File: config.mk
export PLATFORM = sky130hd
export DESIGN_NAME = conv_seq_ctrl
export DESIGN_NICKNAME = d
export VERILOG_FILES = /design/src/rtl/cseq_pkg.sv /design/src/rtl/cseq_sync.sv /design/src/rtl/cseq_fsm.sv /design/src/rtl/cseq_latch.sv /design/src/rtl/conv_seq_ctrl.sv
export SDC_FILE = /design/constraint.sdc
export NUM_CORES = 1
export LEC_CHECK = 0
export ABC_AREA = 1
export BUFFER_PORTS_ARGS = -buffer_cell sky130_fd_sc_hd__buf_2
export CELL_PAD_IN_SITES_DETAIL_PLACEMENT = 1
export CELL_PAD_IN_SITES_GLOBAL_PLACEMENT = 1
export CORE_MARGIN = 2
export CORE_UTILIZATION = 39
export CTS_CLUSTER_DIAMETER = 80
export CTS_CLUSTER_SIZE = 20
export DETAILED_ROUTE_END_ITERATION = 10
export PLACE_DENSITY_LB_ADDON = 0.1
export SLEW_MARGIN = 20
export SYNTH_ARGS = -nofsm -noshare
export SYNTH_HDL_FRONTEND = slang
export SYNTH_SLANG_ARGS = --single-unit
File: constraint.sdc
create_clock -name clk -period 2.45 [get_ports clk]
set_input_delay 0.49 -clock clk [delete_from_list [all_inputs] [get_ports clk]]
set_output_delay 0.49 -clock clk [all_outputs]
set_load 0.005 [all_outputs]
File: src/rtl/cseq_pkg.sv
package cseq_pkg;

    typedef enum logic [2:0] {
        ST_IDLE = 3'd0,
        ST_QUAL = 3'd1,
        ST_PH1  = 3'd2,
        ST_PH2  = 3'd3,
        ST_ACQ  = 3'd4
    } cseq_state_t;

    function automatic int cseq_max(input int a, input int b);
        return (a > b) ? a : b;
    endfunction

endpackage

File: src/rtl/cseq_sync.sv
module cseq_sync #(
    parameter int STAGES = 2
) (
    input  logic clk,
    input  logic rst_n,
    input  logic async_in,
    output logic level,
    output logic rise
);
    logic [STAGES-1:0] chain_q;
    logic              prev_q;

    for (genvar g = 0; g < STAGES; g++) begin : g_stage
        if (g == 0) begin : g_first
            always_ff @(posedge clk or negedge rst_n) begin
                if (!rst_n) chain_q[0] <= 1'b0;
                else        chain_q[0] <= async_in;
            end
        end else begin : g_next
            always_ff @(posedge clk or negedge rst_n) begin
                if (!rst_n) chain_q[g] <= 1'b0;
                else        chain_q[g] <= chain_q[g-1];
            end
        end
    end

    always_ff @(posedge clk or negedge rst_n) begin
        if (!rst_n) prev_q <= 1'b0;
        else        prev_q <= chain_q[STAGES-1];
    end

    assign level = chain_q[STAGES-1];
    assign rise  = chain_q[STAGES-1] & ~prev_q;

endmodule

File: src/rtl/cseq_fsm.sv
module cseq_fsm
    import cseq_pkg::*;
#(
    parameter int QUAL_CYC = 5,
    parameter int PH1_CYC  = 340,
    parameter int PH2_CYC  = 180,
    parameter int LEAD_CYC = 4,
    parameter int ACQ_CYC  = 250
) (
    input  logic clk,
    input  logic rst_n,
    input  logic start_lvl,
    input  logic start_rise,
    output logic busy_n,
    output logic in_hold,
    output logic res_hold,
    output logic ph1_strobe,
    output logic ph2_strobe,
    output logic load,
    output logic start_err
);
    localparam int TAIL_CYC = (ACQ_CYC > PH2_CYC) ? (ACQ_CYC - PH2_CYC) : 1;
    localparam int MAX_CYC  = cseq_max(cseq_max(PH1_CYC, PH2_CYC), cseq_max(TAIL_CYC, QUAL_CYC));
    localparam int CNT_W    = $clog2(MAX_CYC + 1);
    localparam logic [CNT_W-1:0] QUAL_LAST = CNT_W'(QUAL_CYC - 1);
    localparam logic [CNT_W-1:0] PH1_LAST  = CNT_W'(PH1_CYC - 1);
    localparam logic [CNT_W-1:0] PH2_LAST  = CNT_W'(PH2_CYC - 1);
    localparam logic [CNT_W-1:0] TAIL_LAST = CNT_W'(TAIL_CYC - 1);
    localparam logic [CNT_W-1:0] LOAD_AT   = CNT_W'(PH2_CYC - LEAD_CYC - 1);

    cseq_state_t       state_q, state_d;
    logic [CNT_W-1:0]  cnt_q, cnt_d;
    logic              err_q;
    logic              not_ready;

    // next-state selection
    always_comb begin
        state_d = state_q;
        cnt_d   = cnt_q + 1'b1;
        unique case (state_q)
            ST_IDLE: begin
                cnt_d = '0;
                if (start_rise) begin
                    state_d = ST_QUAL;
                    cnt_d   = CNT_W'(1);
                end
            end
            ST_QUAL: begin
                if (!start_lvl) begin
                    state_d = ST_IDLE;
                    cnt_d   = '0;
                end else if (cnt_q >= QUAL_LAST) begin
                    state_d = ST_PH1;
                    cnt_d   = '0;
                end
            end
            ST_PH1: begin
                if (cnt_q == PH1_LAST) begin
                    state_d = ST_PH2;
                    cnt_d   = '0;
                end
            end
            ST_PH2: begin
                if (cnt_q == PH2_LAST) begin
                    state_d = ST_ACQ;
                    cnt_d   = '0;
                end
            end
            ST_ACQ: begin
                if (cnt_q == TAIL_LAST) begin
                    state_d = ST_IDLE;
                    cnt_d   = '0;
                end
            end
            default: begin
                state_d = ST_IDLE;
                cnt_d   = '0;
            end
        endcase
    end

    assign not_ready = (state_q == ST_PH1) || (state_q == ST_PH2) || (state_q == ST_ACQ);

    // state register
    always_ff @(posedge clk or negedge rst_n) begin
        if (!rst_n) begin
            state_q <= ST_IDLE;
            cnt_q   <= '0;
            err_q   <= 1'b0;
        end else begin
            state_q <= state_d;
            cnt_q   <= cnt_d;
            if (start_rise && not_ready) err_q <= 1'b1;
        end
    end

    // outputs
    always_comb begin
        busy_n     = 1'b1;
        in_hold    = 1'b0;
        res_hold   = 1'b0;
        ph1_strobe = 1'b0;
        ph2_strobe = 1'b0;
        load       = 1'b0;
        unique case (state_q)
            ST_PH1: begin
                busy_n     = 1'b0;
                in_hold    = 1'b1;
                ph1_strobe = (cnt_q == '0);
            end
            ST_PH2: begin
                busy_n     = 1'b0;
                res_hold   = 1'b1;
                ph2_strobe = (cnt_q == '0);
                load       = (cnt_q == LOAD_AT);
            end
            ST_IDLE, ST_QUAL, ST_ACQ: ;
            default: ;
        endcase
    end

    assign start_err = err_q;

    AST_HOLD_AT_BUSY_FALL: assert property (@(posedge clk) disable iff (!rst_n)
        $fell(busy_n) |-> (in_hold && ph1_strobe && !res_hold));
    AST_TRACK_AT_PH2: assert property (@(posedge clk) disable iff (!rst_n)
        $rose(res_hold) |-> ($fell(in_hold) && ph2_strobe));
    AST_LOAD_BEFORE_RELEASE: assert property (@(posedge clk) disable iff (!rst_n)
        $rose(busy_n) |-> (!load && $past(res_hold) && !$past(load)));
    AST_ERR_ON_EARLY_START: assert property (@(posedge clk) disable iff (!rst_n)
        (start_rise && !busy_n) |=> start_err);
    AST_ERR_STICKY: assert property (@(posedge clk) disable iff (!rst_n)
        $past(start_err) |-> start_err);

endmodule

File: src/rtl/cseq_latch.sv
module cseq_latch #(
    parameter int W = 16
) (
    input  logic         clk,
    input  logic         rst_n,
    input  logic         load,
    input  logic [W-1:0] sample,
    input  logic         cs_n,
    input  logic         rd_n,
    output logic [W-1:0] data_out,
    output logic         data_drive
);
    logic [W-1:0] latch_q;

    always_ff @(posedge clk or negedge rst_n) begin
        if (!rst_n)    latch_q <= '0;
        else if (load) latch_q <= sample;
    end

    assign data_drive = ~cs_n & ~rd_n;
    assign data_out   = data_drive ? latch_q : '0;

    AST_LATCH_CAPTURE: assert property (@(posedge clk) disable iff (!rst_n)
        load |=> (latch_q == $past(sample)));
    AST_LATCH_HOLDS: assert property (@(posedge clk) disable iff (!rst_n)
        !load |=> $stable(latch_q));

endmodule

File: src/rtl/conv_seq_ctrl.sv
module conv_seq_ctrl #(
    parameter int DATA_W   = 16,
    parameter int SYNC_STG = 2,
    parameter int QUAL_CYC = 5,
    parameter int PH1_CYC  = 340,
    parameter int PH2_CYC  = 180,
    parameter int LEAD_CYC = 4,
    parameter int ACQ_CYC  = 250
) (
    input  logic              clk,
    input  logic              rst_n,
    input  logic              conv_start,
    input  logic [DATA_W-1:0] sample_code,
    input  logic              cs_n,
    input  logic              rd_n,
    output logic              busy_n,
    output logic              in_hold,
    output logic              res_hold,
    output logic              ph1_strobe,
    output logic              ph2_strobe,
    output logic              start_err,
    output logic [DATA_W-1:0] data_out,
    output logic              data_drive
);
    logic start_lvl;
    logic start_rise;
    logic load;

    cseq_sync #(.STAGES(SYNC_STG)) u_sync (
        .clk      (clk),
        .rst_n    (rst_n),
        .async_in (conv_start),
        .level    (start_lvl),
        .rise     (start_rise)
    );

    cseq_fsm #(
        .QUAL_CYC (QUAL_CYC),
        .PH1_CYC  (PH1_CYC),
        .PH2_CYC  (PH2_CYC),
        .LEAD_CYC (LEAD_CYC),
        .ACQ_CYC  (ACQ_CYC)
    ) u_fsm (
        .clk        (clk),
        .rst_n      (rst_n),
        .start_lvl  (start_lvl),
        .start_rise (start_rise),
        .busy_n     (busy_n),
        .in_hold    (in_hold),
        .res_hold   (res_hold),
        .ph1_strobe (ph1_strobe),
        .ph2_strobe (ph2_strobe),
        .load       (load),
        .start_err  (start_err)
    );

    cseq_latch #(.W(DATA_W)) u_latch (
        .clk        (clk),
        .rst_n      (rst_n),
        .load       (load),
        .sample     (sample_code),
        .cs_n       (cs_n),
        .rd_n       (rd_n),
        .data_out   (data_out),
        .data_drive (data_drive)
    );

endmodule

==> flow_summary.yaml <==
outcome:
  status: "complete, no violations"
place:
  dp_hpwl_um: 2903
  io_buffers: 43
  gp_congestion: 0.6887
  placed_cell_area_um2: 1896
grt:
  use_met1: 0.2212
  met2_usage: 0.3245
  met3_usage: 0.03896
  busiest_layer: "met2"
  antenna_found_initial: 0
  grt_pass1_wl_um: 6430
  grt-ovfl-total: 0
  grt_pass1_vias: 1470
  grt_max_degree: 33
  grt_usage: 0.1864
clock_network:
  cts_sinks: 32
  insertion_delay_ps: 280
  hold_buffers: 0
  cts_tree: "built"
  cts_buffers: 5
  cts-root-buf: "clkbuf_8"
  clkSlewWorstSetupHoldPaths_ps: 60
  max-clock-path-buffers: 2
  h-tree-depth: 2
  cts_resized: 0
  postCtsSetupBuffers: 0
final_layout:
  num_antenna_cells: 0
  fin_area_um2: 1986
  area.sequential_um2: 800.8
  fin_nets: 294
  multiInputGateArea_um2: 614.3
  area_growth_syn_to_layout_pct: 21.33
  fillers: 554
  drive_gt1_frac: 0.2140
yosys:
  syn_inst: 224
  synth_area_um2: 1637
  synth_nets: 248
  yosys_register_bits: 32
  yosysUniqueCellTypes: 20
  yosysSeqAreaShare: 0.4893
  yosysWarnings: 0
  netlist_top_cells_area: "dfrtp_1 (49%), inv_1 (11%), nand2_1 (11%), nor2_1 (9.2%), o21ai_0 (4.9%)"
  synth_top_area_share: 0.4893
  yosys.area.top_type: "dfrtp_1"
  synth-edff-count: 0
  avgSynthCellArea_um2: 7.306
  netlist_top_cells_count: "inv_1 (49), nand2_1 (49), nor2_1 (40), dfrtp_1 (32), o21ai_0 (16)"
  synth_flop_cell: "dfrtp_1"
  async_reset_ff_frac: 1.000
die:
  die_x_um: 68.78
  rows: 23
  dieHeight_um: 68.78
  initial_core_util: 0.4062
  die_area_um2: 4731
  coreArea_um2: 4029
  ios: 44
detailed_routing:
  routed_wl_um: 3704
  postRouteAntennaNets: 0
  dr.pass1.iters: 4
  vias: 1460
  wl_per_cell_um: 11.54
  remaining_drc_errors: 0
  dr.first_iter.drc_count: 69
  viasPerCell: 4.548
timing:
  hold_viol: 0
  finalSetupViolations: 0
  setup_tns_ps: 0
  slew_headroom: 0.5402
  rsz0062_at_grt: "false"
  fmax_mhz: 487.9
  tightest_slew_ps: 689.7
  finalClockSkew_ps: 3.452
  fin_crit_sh: 0.8365
  period_needed_ps: 2049
  slew_viol_final: 0
critical_path:
  slowest_stage: "dfrtp_1"
  critPathArrivalTime_ps: 1560
  critical_path.cell_chain: "inv_1 -> nand2_1 -> nor4_1 -> nand2_1 -> nor2_1 -> buf_2"
  cp.buffers_inverters: 2
  crit_family: "simple AND/OR/NAND/NOR gates"
  slowest_delay_ps: 360
  worstSetupPathType: "reg -> out"
  end_kind: "output port"
  crit_path_frequent_cell: "nand2_1"
  required_ps: 1960
  critPathMaxFanout: 5
  worstSetupStartpointType: "register"
pwr:
  vdd_drop_max_v: 0.0003238
  powerDensity_nw_per_um2: 732.7
  p_leak_nw: 1.259
job:
  max_cap_violations: 0
min_path:
  min_path_type: "in -> async"
-- sequential cells by signal, summed over array words and instances (netlist names) --
| signal | count |
|---|---|
| u_latch.latch_q | 16 |
| u_sync.chain_q | 1 |
| u_fsm.cnt_q | 9 |
| u_sync.prev_q | 1 |
| u_fsm.start_err | 1 |
| u_fsm.state_q | 3 |
| u_sync.level | 1 |
-- layout make-up --
| type | instances | share of cell area |
|---|---|---|
| repair buffers | 44 | 0.1122 |
| multi-input cells | 135 | 0.3094 |
| flip-flops and latches | 32 | 0.4033 |
| well taps | 50 | 0.03151 |
| inverters | 52 | 0.09830 |
| clock buffers | 8 | 0.04537 |
-- worst reg2reg max path: stages, from the launching register on --
cell	delay, ps
dfrtp_1	400
ha_1	210
nand2_1	70
nor2_1	130
nand2_1	70
nand2_1	80
nand2_1	70
nor2_2	380
nand3_1	120
nand2_1	90
-- metrics by stage --
step	setup slack [ps]	cells	hold slack, ps	utilization	power [mW]
global placement	679.2	313	334.0	0.4705	1.062
CTS	368.9	321	277.6	0.4929	1.494
detailed placement	702.7	313	347.2	0.4705	1.072
finish	400.6	321	249.1	0.4929	1.455
floorplan	885.5	224	194.4	-	0.9257
global route	137.3	321	296.2	0.4929	1.589
-- worst paths after layout --
path,end,slack [ps],cells past startpoint,from
min,u_fsm.cnt_q[8],250,1,rst_n
max,ph1_strobe,400,6,u_fsm.cnt_q[3]
min in group clk,u_sync.chain_q[0],310,1,conv_start
max in group asynchronous,u_fsm.state_q[1],1750,1,rst_n
min reg2reg,u_sync.level,360,0,u_sync.chain_q[0]
max reg2reg,u_fsm.state_q[2],750,9,u_fsm.cnt_q[0]
-- report_power, final --
part,switching [mW],internal (mW)
registers,0.0423,0.574
clock network,0.180,0.229
logic,0.276,0.155
-- cells in the final DEF, fill, tap and decap left out --
master and count:
o21ai_1 4, dfrtp_1 32, nor2_1 40, nor4_1 1
clkbuf_8 6, inv_1 49, nand4_1 2, clkbuf_1 2
nor3_1 4, ha_1 3, nand3_1 6, a31o_2 1
buf_4 1, nor2_2 3, buf_2 43, a21oi_1 1
inv_2 3, o21ai_0 16, nand2_1 49, xor2_1 4
nand2_2 1
-- layer usage --
layer / up-vias / wire length [µm]
li1: 751 / -
met2: 32 / 1816
met1: 670 / 1680
met4: 0 / 75
met5: - / 0
met3: 7 / 132
-- cell families (layout without fill, tap and decap cells) --
group / after synthesis / in the layout / synth area share
AOI/OAI and AO/OA: 22 / 22 / 0.06957
xor gates and xnor gates: 4 / 4 / 0.02140
adders and majority gates: 3 / 3 / 0.02294
buffers and inverters: 57 / 104 / 0.1353
DFF: 32 / 32 / 0.4893
and+or+nand+nor: 106 / 106 / 0.2615
Power figures use the tool's default switching activity.
